## src/rtl/alarm_stat_pkg.sv

```systemverilog
package alarm_stat_pkg;

    localparam int ALM_W  = 7;
    localparam int BUS_AW = 8;
    localparam int BUS_DW = 16;

    typedef struct packed {
        logic rd_stat;
        logic wr_stat;
        logic rd_mask;
        logic wr_mask;
        logic rd_gen;
        logic wr_gen;
    } bus_dec_t;

endpackage

```

## src/rtl/alarm_chg_det.sv

```systemverilog
module alarm_chg_det #(
    parameter int N = 7
) (
    input  logic         clk,
    input  logic         rst_n,
    input  logic [N-1:0] cond_i,
    output logic [N-1:0] chg_o
);

    typedef struct packed {
        logic [N-1:0] prev;
    } chg_state_t;

    chg_state_t st_d, st_q;

    always_comb begin
        st_d      = st_q;
        st_d.prev = cond_i;
    end

    always_ff @(posedge clk) begin
        if (!rst_n) begin
            st_q <= '0;
        end else begin
            st_q <= st_d;
        end
    end

    assign chg_o = cond_i ^ st_q.prev;

    // A change seen now means the level differs from the one latched one edge ago
    assert_chg_vs_past_R3: assert property (@(posedge clk) disable iff (!rst_n)
        $past(rst_n) |-> (chg_o == (cond_i ^ $past(cond_i))));

endmodule

```

## src/rtl/alarm_status_bank.sv

```systemverilog
module alarm_status_bank #(
    parameter int N = 7
) (
    input  logic         clk,
    input  logic         rst_n,
    input  logic [N-1:0] cond_i,
    input  logic [N-1:0] chg_i,
    input  logic         rd_clr_i,
    output logic [N-1:0] status_o,
    output logic [N-1:0] pend_o
);

    typedef struct packed {
        logic [N-1:0] stat;
        logic [N-1:0] pend;
    } bank_state_t;

    bank_state_t  st_d, st_q;
    logic [N-1:0] stat_nx;
    logic [N-1:0] pend_nx;

    for (genvar g = 0; g < N; g++) begin : g_bit
        // live level or a fresh change keeps the bit; otherwise a read drops it
        assign stat_nx[g] = cond_i[g] | chg_i[g] | (st_q.stat[g] & ~rd_clr_i);
        // events survive until a status read, a new change always wins
        assign pend_nx[g] = chg_i[g] | (st_q.pend[g] & ~rd_clr_i);
    end

    always_comb begin
        st_d      = st_q;
        st_d.stat = stat_nx;
        st_d.pend = pend_nx;
    end

    always_ff @(posedge clk) begin
        if (!rst_n) begin
            st_q <= '0;
        end else begin
            st_q <= st_d;
        end
    end

    assign status_o = st_q.stat;
    assign pend_o   = st_q.pend;

    assert_active_holds_R2: assert property (@(posedge clk) disable iff (!rst_n)
        (|cond_i) |=> ((status_o & $past(cond_i)) == $past(cond_i)));

    assert_change_latches_R3: assert property (@(posedge clk) disable iff (!rst_n)
        (|chg_i) |=> ((status_o & $past(chg_i)) == $past(chg_i)));

    assert_read_clears_R4: assert property (@(posedge clk) disable iff (!rst_n)
        (rd_clr_i && !(|chg_i) && !(|cond_i)) |=> (status_o == '0));

    assert_event_wins_R5: assert property (@(posedge clk) disable iff (!rst_n)
        (rd_clr_i && (|chg_i)) |=> ((pend_o & $past(chg_i)) == $past(chg_i)));

    assert_pend_cleared_R9: assert property (@(posedge clk) disable iff (!rst_n)
        (rd_clr_i && !(|chg_i)) |=> (pend_o == '0));

endmodule

```

## src/rtl/alarm_cfg_regs.sv

```systemverilog
module alarm_cfg_regs #(
    parameter int N  = 7,
    parameter int DW = 16
) (
    input  logic          clk,
    input  logic          rst_n,
    input  logic          wr_mask_i,
    input  logic          wr_gen_i,
    input  logic [DW-1:0] wdata_i,
    output logic [N-1:0]  mask_o,
    output logic          gen_o
);

    typedef struct packed {
        logic [N-1:0] mask;
        logic         gen;
    } cfg_state_t;

    cfg_state_t st_d, st_q;

    always_comb begin
        st_d = st_q;
        if (wr_mask_i) begin
            st_d.mask = wdata_i[N-1:0];
        end
        if (wr_gen_i) begin
            st_d.gen = wdata_i[0];
        end
    end

    always_ff @(posedge clk) begin
        if (!rst_n) begin
            st_q <= '0;
        end else begin
            st_q <= st_d;
        end
    end

    assign mask_o = st_q.mask;
    assign gen_o  = st_q.gen;

    assert_cfg_stable_R7: assert property (@(posedge clk) disable iff (!rst_n)
        (!wr_mask_i && !wr_gen_i) |=> ($stable(mask_o) && $stable(gen_o)));

endmodule

```

## src/rtl/alarm_irq_gate.sv

```systemverilog
module alarm_irq_gate #(
    parameter int N = 7
) (
    input  logic         clk,
    input  logic         rst_n,
    input  logic [N-1:0] pend_i,
    input  logic [N-1:0] mask_i,
    input  logic         gen_i,
    output logic         irq_o
);

    typedef struct packed {
        logic irq;
    } irq_state_t;

    irq_state_t st_d, st_q;

    always_comb begin
        st_d     = st_q;
        st_d.irq = gen_i & (|(pend_i & mask_i));
    end

    always_ff @(posedge clk) begin
        if (!rst_n) begin
            st_q <= '0;
        end else begin
            st_q <= st_d;
        end
    end

    assign irq_o = st_q.irq;

    assert_irq_has_cause_R8: assert property (@(posedge clk) disable iff (!rst_n)
        irq_o |-> ($past(gen_i) && ($past(pend_i) != '0)));

    assert_irq_off_gen_R8: assert property (@(posedge clk) disable iff (!rst_n)
        !gen_i |=> !irq_o);

endmodule

```

## src/rtl/alarm_stat_irq.sv

```systemverilog
module alarm_stat_irq
    import alarm_stat_pkg::*;
#(
    parameter int          NUM_ALM   = ALM_W,
    parameter int          AW        = BUS_AW,
    parameter int          DW        = BUS_DW,
    parameter logic [7:0]  STAT_ADDR = 8'h12,
    parameter logic [7:0]  MASK_ADDR = 8'h13,
    parameter logic [7:0]  GEN_ADDR  = 8'h14
) (
    input  logic                clk,
    input  logic                rst_n,
    input  logic [NUM_ALM-1:0]  cond_i,
    input  logic                bus_en_i,
    input  logic                bus_wr_i,
    input  logic [AW-1:0]       bus_addr_i,
    input  logic [DW-1:0]       bus_wdata_i,
    output logic [DW-1:0]       bus_rdata_o,
    output logic                irq_o
);

    localparam int PAD_W = DW - NUM_ALM;

    typedef struct packed {
        logic [DW-1:0] rdata;
    } top_state_t;

    top_state_t         st_d, st_q;
    bus_dec_t           dec;
    logic [NUM_ALM-1:0] chg;
    logic [NUM_ALM-1:0] status;
    logic [NUM_ALM-1:0] pend;
    logic [NUM_ALM-1:0] mask;
    logic               gen;

    always_comb begin
        dec         = '0;
        dec.rd_stat = bus_en_i && !bus_wr_i && (bus_addr_i == AW'(STAT_ADDR));
        dec.wr_stat = bus_en_i &&  bus_wr_i && (bus_addr_i == AW'(STAT_ADDR));
        dec.rd_mask = bus_en_i && !bus_wr_i && (bus_addr_i == AW'(MASK_ADDR));
        dec.wr_mask = bus_en_i &&  bus_wr_i && (bus_addr_i == AW'(MASK_ADDR));
        dec.rd_gen  = bus_en_i && !bus_wr_i && (bus_addr_i == AW'(GEN_ADDR));
        dec.wr_gen  = bus_en_i &&  bus_wr_i && (bus_addr_i == AW'(GEN_ADDR));
    end

    alarm_chg_det #(.N(NUM_ALM)) u_chg (
        .clk    (clk),
        .rst_n  (rst_n),
        .cond_i (cond_i),
        .chg_o  (chg)
    );

    alarm_status_bank #(.N(NUM_ALM)) u_bank (
        .clk      (clk),
        .rst_n    (rst_n),
        .cond_i   (cond_i),
        .chg_i    (chg),
        .rd_clr_i (dec.rd_stat),
        .status_o (status),
        .pend_o   (pend)
    );

    alarm_cfg_regs #(.N(NUM_ALM), .DW(DW)) u_cfg (
        .clk       (clk),
        .rst_n     (rst_n),
        .wr_mask_i (dec.wr_mask),
        .wr_gen_i  (dec.wr_gen),
        .wdata_i   (bus_wdata_i),
        .mask_o    (mask),
        .gen_o     (gen)
    );

    alarm_irq_gate #(.N(NUM_ALM)) u_irq (
        .clk    (clk),
        .rst_n  (rst_n),
        .pend_i (pend),
        .mask_i (mask),
        .gen_i  (gen),
        .irq_o  (irq_o)
    );

    always_comb begin
        st_d = st_q;
        if (bus_en_i && !bus_wr_i) begin
            st_d.rdata = '0;
            if (dec.rd_stat) begin
                st_d.rdata = {{PAD_W{1'b0}}, status};
            end else if (dec.rd_mask) begin
                st_d.rdata = {{PAD_W{1'b0}}, mask};
            end else if (dec.rd_gen) begin
                st_d.rdata = {{(DW-1){1'b0}}, gen};
            end
        end
    end

    always_ff @(posedge clk) begin
        if (!rst_n) begin
            st_q <= '0;
        end else begin
            st_q <= st_d;
        end
    end

    assign bus_rdata_o = st_q.rdata;

    assert_stat_write_ignored_R6: assert property (@(posedge clk) disable iff (!rst_n)
        (dec.wr_stat && !(|chg) && !(|cond_i)) |=> ($stable(status) && $stable(pend)));

    assert_upper_zero_R1: assert property (@(posedge clk) disable iff (!rst_n)
        $past(dec.rd_stat) |-> (bus_rdata_o[DW-1:NUM_ALM] == '0));

    assert_unmapped_zero_R11: assert property (@(posedge clk) disable iff (!rst_n)
        (bus_en_i && !bus_wr_i && !dec.rd_stat && !dec.rd_mask && !dec.rd_gen)
        |=> (bus_rdata_o == '0));

endmodule

```

## config.mk

```make
export PLATFORM = sky130hd
export DESIGN_NAME = alarm_stat_irq
export DESIGN_NICKNAME = d
export VERILOG_FILES = /design/src/rtl/alarm_stat_pkg.sv /design/src/rtl/alarm_chg_det.sv /design/src/rtl/alarm_status_bank.sv /design/src/rtl/alarm_cfg_regs.sv /design/src/rtl/alarm_irq_gate.sv /design/src/rtl/alarm_stat_irq.sv
export SDC_FILE = /design/constraint.sdc
export NUM_CORES = 1
export LEC_CHECK = 0
export BUFFER_PORTS_ARGS = -buffer_cell sky130_fd_sc_hd__buf_2
export CAP_MARGIN = 15
export CORE_MARGIN = 5
export CORE_UTILIZATION = 45
export DETAILED_ROUTE_END_ITERATION = 10
export PLACE_DENSITY = 0.71
export SYNTH_ARGS = -nofsm -noshare
export SYNTH_HDL_FRONTEND = slang
export SYNTH_SLANG_ARGS = --single-unit
```

## constraint.sdc

```tcl
create_clock -name clk -period 1.6 [get_ports clk]
set_clock_uncertainty 0.2 [all_clocks]
set_input_delay 0 -clock clk [delete_from_list [all_inputs] [get_ports clk]]
set_output_delay 0 -clock clk [all_outputs]
set_load 0.03 [all_outputs]
```

==> Word-level counts from Yosys, hierarchy flattened <==
Cells that the tools add are included.
{ "totals": {"ff_bits": 46, "latch_bits": 0, "mem_bits_rw": 0, "rom_bits": 0, "in_bits": 35, "out_inout_bits": 17, "mem_count": 0} }
{ "op_classes": {"n_addsub": 0, "mul": 0, "div_mod_pow": 0, "order_cmp": 0, "n_eq_ne": 3, "n_shift": 0, "muxes": 3, "bitwise": 39, "reduce_logical": 9} }
{ "op_table": {"columns": ["op", "count"], "rows": [
  ["$eq 8x5->1 const B", 3],
  ["$or 1x1->1", 21],
  ["$and 1x1->1", 15],
  ["$mux 7", 2],
  ["$and 7x7->7", 1],
  ["$logic_and 1x1->1", 7],
  ["$reduce_or 7->1", 1],
  ["$xor 7x7->7", 1],
  ["$logic_not 1->1", 1],
  ["$mux 1", 1],
  ["$not 1->1", 1]
]} }

==> Depth between registers and ports, before layout <==
Gate-level depths: netlist of the first run.
{ "depth": {"ltp_word": 6, "ltp_mapped": 6, "depth_no_buf": 5} }

==> By module <==
From an unflattened synthesis of the first run, not the netlist that was laid out.
{ "hier_totals": {"cells_unflattened": 145, "hier_area_um2": 1589.0} }
{ "modules_own_cells": {"columns": ["mod", "instances", "cells_per_inst", "area_each_um2", "seq_area_each_um2"], "rows": [
  ["alarm_status_bank", 1, 44, 494.2, 280.3],
  ["alarm_stat_irq", 1, 49, 493.0, 140.1],
  ["alarm_cfg_regs", 1, 25, 301.5, 160.2],
  ["alarm_chg_det", 1, 21, 245.2, 140.1],
  ["alarm_irq_gate", 1, 6, 55.1, 20.0]
]} }

==> Worst setup path before layout of the first run <==
Ideal clock, no wire load.
{ "synth_path": {"kind": "reg-to-reg", "startpoint": "reg u_bank.st_q (netlist bit u_bank.status_o[0])", "endpoint": "reg st_q (netlist bit bus_rdata_o[0])", "setup_time_ns": 0.123, "t_arrival_ns": 0.900, "required_ns": 1.277, "slack_ns": 0.377, "stages_incl_launch_ff": 4, "period_less_slack_ns": 1.223, "path_cell_list": "dfxtp_1 > or4b_1 > nand4_1 > a22oi_1"} }
{ "synth_between": {"elab_chain_cells": 1} }
{ "synth_lines": {"columns": ["element", "line_no", "source"], "rows": [
  ["from (decl)", "alarm_status_bank.sv:18", "bank_state_t st_d, st_q;"],
  ["from (signal assigned)", "alarm_status_bank.sv:39", "st_q <= st_d;"],
  ["$mux 7", "alarm_stat_irq.sv:86", "if (dec.rd_stat) begin"],
  ["to (signal assigned)", "alarm_stat_irq.sv:100", "st_q <= st_d;"],
  ["to (decl)", "alarm_stat_irq.sv:28", "top_state_t st_d, st_q;"]
]} }
No other way between the ends.
A chain may end at the register's enable or synchronous reset.

==> Worst setup path in the final report of the first run <==
{ "layout_path": {"startpoint": "in bus_addr_i[4]", "endpoint": "reg u_cfg.st_q (netlist bit u_cfg.gen_o)"} }
{ "layout_between": {"elab_chain_cells": 2} }
{ "layout_lines": {"columns": ["element", "line_no", "source"], "rows": [
  ["from (decl)", "alarm_stat_irq.sv:16", "input logic [AW-1:0] bus_addr_i,"],
  ["$eq 8x5->1", "alarm_stat_irq.sv:43", "dec.wr_gen = bus_en_i && bus_wr_i && (bus_addr_i == AW'(GEN_ADDR));"],
  ["$logic_and 1x1->1", "alarm_stat_irq.sv:43", null],
  ["to (signal assigned)", "alarm_cfg_regs.sv:35", "st_q <= st_d;"],
  ["to (decl)", "alarm_cfg_regs.sv:19", "cfg_state_t st_d, st_q;"]
]} }
No other way between the ends.

==> results of run 1 <==
## what timing repair did
item                                    4_1_cts  5_1_grt
resized for setup                             0        2
endpoints found under the setup margin        0        1
endpoints found under the hold margin        34        0
setup buffers                                 0        1
hold buffers                                 26        0
## final cells by class
class	count	area, µm²
inverters	29	109
multi-input cells	122	857
clock inverters	2	37.5
clock buffers	6	82.6
well taps	50	62.6
flip-flops and latches	37	742
fillers	360	1570
repair buffers	65	480
## worst max-delay path: cells and delay by family
family | cells | cell delay [ns]
AND/OR/NAND/NOR | 1 | 0.11
multiplexers | 1 | 0.19
buffers and inverters | 3 | 1.24
## power by group
group          total [W]  internal [W]  switching [W]
registers       0.000976      0.000960      0.0000162
clock network   0.000840      0.000507       0.000333
logic           0.000264      0.000126       0.000139
## how the worst min path moves through the flow
stage | slack (ns) | end | depth (start not counted)
6_report | -0.02 | bus_rdata_o[0] | 4
5_1_grt | 0.02 | bus_rdata_o[0] | 4
4_1_cts | 0.005 | bus_rdata_o[0] | 4
3_5_place_dp | 0.02 | u_chg.st_q[6] | 2
3_3_place_gp | 0.02 | u_chg.st_q[3] | 2
2_1_floorplan | -0.08 | u_chg.st_q[0] | 1
## per-layer routing
layer | share of wire [%] | global-route usage, % | vias up
met5 | 0 | 0 | -
met4 | 1.3 | 6.04 | 0
met3 | 5.7 | 3.83 | 5
met2 | 48 | 25.0 | 28
met1 | 45 | 17.3 | 672
li1 | - | - | 771
## state kept, by name, summed over array words and instances (netlist names)
signal / flops
u_irq.irq_o: 1
u_cfg.mask_o: 7
u_chg.st_q: 7
u_bank.status_o: 7
u_bank.pend_o: 7
u_cfg.gen_o: 1
bus_rdata_o: 7
## cells in the mapped netlist (all sizes together), types with 2 or more instances
master,n
dfxtp,37
inv,29
nand2,22
a21oi,14
buf,14
o21ai,14
mux2i,8
and2,7
ha,7
nand4,7
a21boi,6
mux2,6
clkbuf,5
a22oi,3
and4b,2
nand3,2
## stage by stage
step / utilization (%) / std cells / area [µm²]
after floorplan: - / 207 / 1840
after global placement: 50.4 / 277 / 1990
after detailed placement: 50.4 / 277 / 1990
after CTS: 60.0 / 311 / 2370
after global routing: 60.1 / 311 / 2370
final: 60.1 / 311 / 2370
## kinds of logic (layout without fill, tap and decap cells)
| family | count (synthesis) | count (layout) | share of synthesized area [%] |
|---|---|---|---|
| AOI/OAI and AO/OA | 41 | 41 | 15.3 |
| and+or+nand+nor | 51 | 51 | 16.9 |
| DFF | 37 | 37 | 40.9 |
| other | 1 | 9 | 0.207 |
| muxes | 14 | 14 | 8.15 |
| buffers and inverters | 48 | 102 | 13.7 |
| adders and majority gates | 7 | 7 | 4.84 |
==> metrics.md, run 1 <==
| Metric | Value |
|---|---|
| CP Launch Point | bus_addr_i[4] |
| Crit path time final | 1.54 ns |
| Die ar. | 5390 µm² |
| Crit-path most repeated cell | dlygate4sd3_1 |
| Number of synthesized flops with an enable pin | 0 |
| Register area share after synthesis | 40.9% |
| Initial drt markers | 79 |
| # H-tree levels | 2 |
| Final wirelength | 3600 µm |
| Worst Hold Launch | bus_addr_i[2] |
| Final setup viols | 0 |
| Slowest stage delay, CP | 0.58 ns |
| YS warnings | 0 |
| Via count | 1476 |
| Synthesized area per cell | 9.10 µm² |
| Cells after Synth | 199 |
| CP max FO | 3 |
| Detail Route Antenna Nets | 0 |
| All-Layer GR Usage | 14.7% |
| R2r setup slk | 0.08 ns |
| Power Density | 877 nW/µm² |
| Row cnt | 23 |
| Worst EP required | 1.61 ns |
| Slew Viols, Final | 0 |
| Vias in the first global route | 1417 |
| Antenna Cells | 0 |
| Clock buffer count from CTS | 5 |
| CTS tree | built |
| LEAKAGE | 1.11 nW |
| Chip width | 73.4 µm |
| Area grow syn2layout | 31.0% |
| Crit-path cells | dlygate4sd3_1 > buf_2 > nand4b_1 > dlygate4sd3_1 > mux2i_1 |
| Cell taking the most area after synthesis | dfxtp_1 |
| Library cells used by synthesis | 37 |
| Crit path max-delay cell type | dlygate4sd3_1 |
| DPL Wire Length | 2600 µm |
| Setup_tns | 0 ns |
| Power, Total | 0.00208 W |
| WHS | -0.0249 ns |
| Crit end category | flip-flop |
| Worst Setup Start Kind | input port |
| Most common cell after layout, fill and taps aside | dfxtp_1 |
| Status | finished, violations left |
| Async set or reset register ratio after synthesis | 0% |
| Dominant cells by area after synthesis | dfxtp_1, inv_1, a21oi_2 |
| Worst reg-to-reg path cell count | 4 |
| Setup WS post-layout | 0.0644 ns |
| Pre-CTS setup slack | 0.244 ns |
| Worst vdd ir | 0.580 mV |
| Failing checks | negative hold slack |
| Die Y | 73.4 µm |
| Reg2Reg Launch Point | u_cfg.gen_o |
| Max-cap violations | 0 |
| Main synth FF type | dfxtp_1 |
| GPL Wtd Cong | 0.753 |
| Vias per Instance | 4.75 |
| Final net count | 302 |
| Mapped Area | 1810 µm² |
| Register bit count reported by yosys | 37 |
| Endpoints failing hold | 1 |
| First-pass GRT wire length | 6070 µm |
| Detailed-router iteration count before antenna repair | 4 |
| Clk root buf | clkbuf_8 |
| Fin crit share | 96.0% |
| Maximum clock rate | 0.651 GHz |
| Unrepaired setup endpoints after global routing | no |
| CORE AREA | 3940 µm² |
| Hold crit path type | input port to flip-flop |
| CP Class | input port to flip-flop |
| Initial antenna violation count | 0 |
| Share of cells above drive strength 1 | 26.1% |
| Initial core utilization | 45.9% |
| Critical R2R Capture | bus_rdata_o[0] |
| Crit path to | u_cfg.gen_o |
| Yosys top cell area share | 40.9% |
| Commonest cells after routing, fill and taps aside | dfxtp_1, buf_2, inv_1 |
| I/O pins | 52 |
| Worst path arrival time | 1.54 ns |
| Drt wl/cell | 11.6 µm |
| CTS clk-pin slew, worst paths | 0.07 ns |
| CTS sink count | 37 |
| Total global routing overflow | 0 |
| DR DRC count | 0 |
| Largest net degree at the start of global routing | 19 |
| IO buf count | 33 |
| Longest Clk Path Bufs | 2 |
| Clk_lat worst skew | 0.29 ns |
(Power assumes the default switching activity.)
==> run 2, diff against run 1 <==
--- a/config.mk
+++ b/config.mk
@@ -5,12 +5,13 @@
 export SDC_FILE = /design/constraint.sdc
 export NUM_CORES = 1
 export LEC_CHECK = 0
+export ABC_AREA = 1
 export BUFFER_PORTS_ARGS = -buffer_cell sky130_fd_sc_hd__buf_2
 export CAP_MARGIN = 15
 export CORE_MARGIN = 5
 export CORE_UTILIZATION = 45
 export DETAILED_ROUTE_END_ITERATION = 10
-export PLACE_DENSITY = 0.71
+export PLACE_DENSITY = 0.72
 export SYNTH_ARGS = -nofsm -noshare
 export SYNTH_HDL_FRONTEND = slang
 export SYNTH_SLANG_ARGS = --single-unit
==> metrics.md, run 2 <==
| Metric | Value |
|---|---|
| Clk root buf | clkbuf_8 |
| Crit-path most repeated cell | dlygate4sd3_1 |
| GPL Wtd Cong | 0.826 |
| Switching share of power | 24.0% |
| Yosys top cell area share | 43.9% |
| Worst Setup Start Kind | input port |
| Clock network power share | 34.5% |
| Combinational share of power | 12.5% |
| Crit path max-delay cell type | dlygate4sd3_1 |
| CP Class | input port to flip-flop |
| Final setup viols | 0 |
| Delay-heaviest family, CP | buffers and inverters |
| IO buf count | 33 |
| Register bit count reported by yosys | 37 |
| CP max FO | 16 |
| CTS sink count | 37 |
| Share of cells above drive strength 1 | 18.8% |
| Vias in the first global route | 1420 |
| CORE AREA | 3660 µm² |
| R2r setup slk | 0.49 ns |
| Worst Hold Launch | bus_addr_i[5] |
| Clock buffer count from CTS | 5 |
| Crit end category | flip-flop |
| Worst path arrival time | 1.46 ns |
| Drt wl/cell | 11.0 µm |
| I/O pins | 52 |
| Die Y | 71.3 µm |
| First-pass GRT wire length | 6060 µm |
| Final wirelength | 3690 µm |
| Reg power frac | 53.0% |
| CTS clk-pin slew, worst paths | 0.07 ns |
| Synthesized area per cell | 7.68 µm² |
| Int Pwr | 0.00141 W |
| Filler cell count in the final layout | 346 |
| Critical R2R Capture | u_bank.pend_o[3] |
| Worst vdd ir | 0.650 mV |
| Row cnt | 22 |
| CTS tree | built |
| Unrepaired setup endpoints after global routing | no |
| Reg2Reg Launch Point | u_chg.st_q[3] |
| Via count | 1504 |
| Mapped Area | 1690 µm² |
| Initial drt markers | 76 |
| Initial antenna violation count | 0 |
| Fin crit share | 92.3% |
| Area grow syn2layout | 33.2% |
| Number of synthesized flops with an enable pin | 0 |
| Placement Cell Area | 1850 µm² |
| WHS Endpoint | u_cfg.gen_o |
| Status | finished, final reports clean |
| Async set or reset register ratio after synthesis | 0% |
| Total global routing overflow | 0 |
| CP Buf/Inv Count | 4 |
| DPL Wire Length | 2470 µm |
| Final core occ | 61.4% |
| Main synth FF type | dfxtp_1 |
| Worst reg-to-reg path cell count | 4 |
| Hold path depth | 6 |
| DR DRC count | 0 |
| Final Cell Area | 2250 µm² |
| Detail Route Antenna Nets | 0 |
| Commonest cells after routing, fill and taps aside | inv_1, nand2_1, dfxtp_1 |
| LEAKAGE | 1.13 nW |
| Vias per Instance | 4.49 |
| Largest net degree at the start of global routing | 23 |
| Library cells used by synthesis | 20 |
| YS warnings | 0 |
| Dominant cells by area after synthesis | dfxtp_1, nand3_1, inv_1 |
| Longest Clk Path Bufs | 2 |
| Net Switching | 0.000445 W |
| Worst-Margin Slew | 0.677 ns |
| # H-tree levels | 2 |
| Cells after Synth | 220 |
| Maximum clock rate | 0.677 GHz |
| All-Layer GR Usage | 14.8% |
| Final net count | 329 |
| List of most frequent post-synthesis cells | inv_1, nand2_1, dfxtp_1 |
| Power Density | 825 nW/µm² |
| Endpoints failing hold | 0 |
| Clk_lat worst skew | 0.28 ns |
| Crit path time final | 1.48 ns |
| Die ar. | 5080 µm² |
| Antenna Cells | 0 |
| Worst EP required | 1.59 ns |
| Hold crit path type | input port to flip-flop |
| Cell taking the most area after synthesis | dfxtp_1 |
| Initial core utilization | 46.1% |
| Detailed-router iteration count before antenna repair | 4 |
| Crit-path cells | dlygate4sd3_1 > clkbuf_4 > nand2_1 > dlygate4sd3_1 > inv_1 |
| Slew HR | 54.8% |
| # Post-CTS Setup Buffers | 0 |
| Chip width | 71.3 µm |
| Slew Viols, Final | 0 |
| Register area share after synthesis | 43.9% |
| Max-cap violations | 0 |
| Setup_tns | 0 ns |
| Slowest stage delay, CP | 0.56 ns |
run 2: cell count changes in the layout (fill, tap and decap cells not counted), moves of 10 or more:
cell	previous run	this run
nand2_1	22	39
a21oi_1	4	20
inv_1	29	39
o21ai_0	14	1
nand3_1	1	30
nor2_1	0	13
run 2: power by group through the flow:
stage          clock network [W]  registers, W  logic, W
2_1_floorplan                  0      0.000996  0.000138
3_3_place_gp                   0       0.00100  0.000173
3_5_place_dp                   0       0.00100  0.000178
4_1_cts                 0.000660      0.000983  0.000231
5_1_grt                 0.000687      0.000986  0.000261
6_report                0.000640      0.000983  0.000232
run 2: worst max path at each step:
| stage | start | to | slack [ns] | cells after the start |
|---|---|---|---|---|
| 3_3_place_gp | bus_addr_i[3] | u_bank.pend_o[0] | 0.33 | 7 |
| 5_1_grt | rst_n | u_bank.status_o[4] | 0.02 | 4 |
| 6_report | rst_n | u_chg.st_q[0] | 0.12 | 5 |
| 4_1_cts | rst_n | u_chg.st_q[6] | 0.12 | 5 |
| 3_5_place_dp | bus_addr_i[3] | u_bank.pend_o[2] | 0.30 | 7 |
| 2_1_floorplan | bus_addr_i[7] | u_bank.pend_o[3] | 0.53 | 7 |
run 2: metrics by stage:
stage          hold slack [ns]  total power (W)  std cells  setup slack (ns)
6_report                0.0207          0.00186        335             0.124
5_1_grt                 0.0351          0.00193        335            0.0237
4_1_cts                 0.0107          0.00187        335             0.116
3_5_place_dp          -0.00403          0.00118        297             0.300
3_3_place_gp          -0.00898          0.00118        297             0.326
2_1_floorplan           -0.107          0.00113        228             0.529
run 2: cell families after synthesis:
kind of cell             Yosys count  synth area share (%)
buffers and inverters             55                  15.6
AO/OA/AOI/OAI                     28                  9.85
flip-flops                        37                  43.9
other                              1                 0.222
adder cells (fa/ha/maj)            7                  5.18
AND/OR/NAND/NOR                   92                  25.3
run 2: timing repair:
action / CTS / global route
resized for setup: 0 / 1
endpoints found under the hold margin: 37 / 0
hold buffers: 31 / 0
setup endpoints to repair: 0 / 1
run 2: area by class of cell:
type / count / area, µm² / area share [%]
clock buffers: 7 / 86.3 / 3.84
inverters: 41 / 154 / 6.84
multi-input cells: 136 / 716 / 31.8
flip-flops and latches: 37 / 741 / 32.9
well taps: 48 / 60.1 / 2.67
repair buffers: 66 / 493 / 21.9
run 2: worst reg2reg max path, cell delays in order, from the launching register on:
cell and delay [ns]:
dfxtp_1 0.31, inv_1 0.04, ha_1 0.28, a21oi_2 0.10, nor2_1 0.04
run 2: routing by layer:
layer	GRT usage (%)	wire length [µm]	part of all wire (%)
met2	25.0	1710	46
met3	4.49	237	6.4
met4	4.38	28	0.76
met5	0	0	0
met1	18.2	1720	46
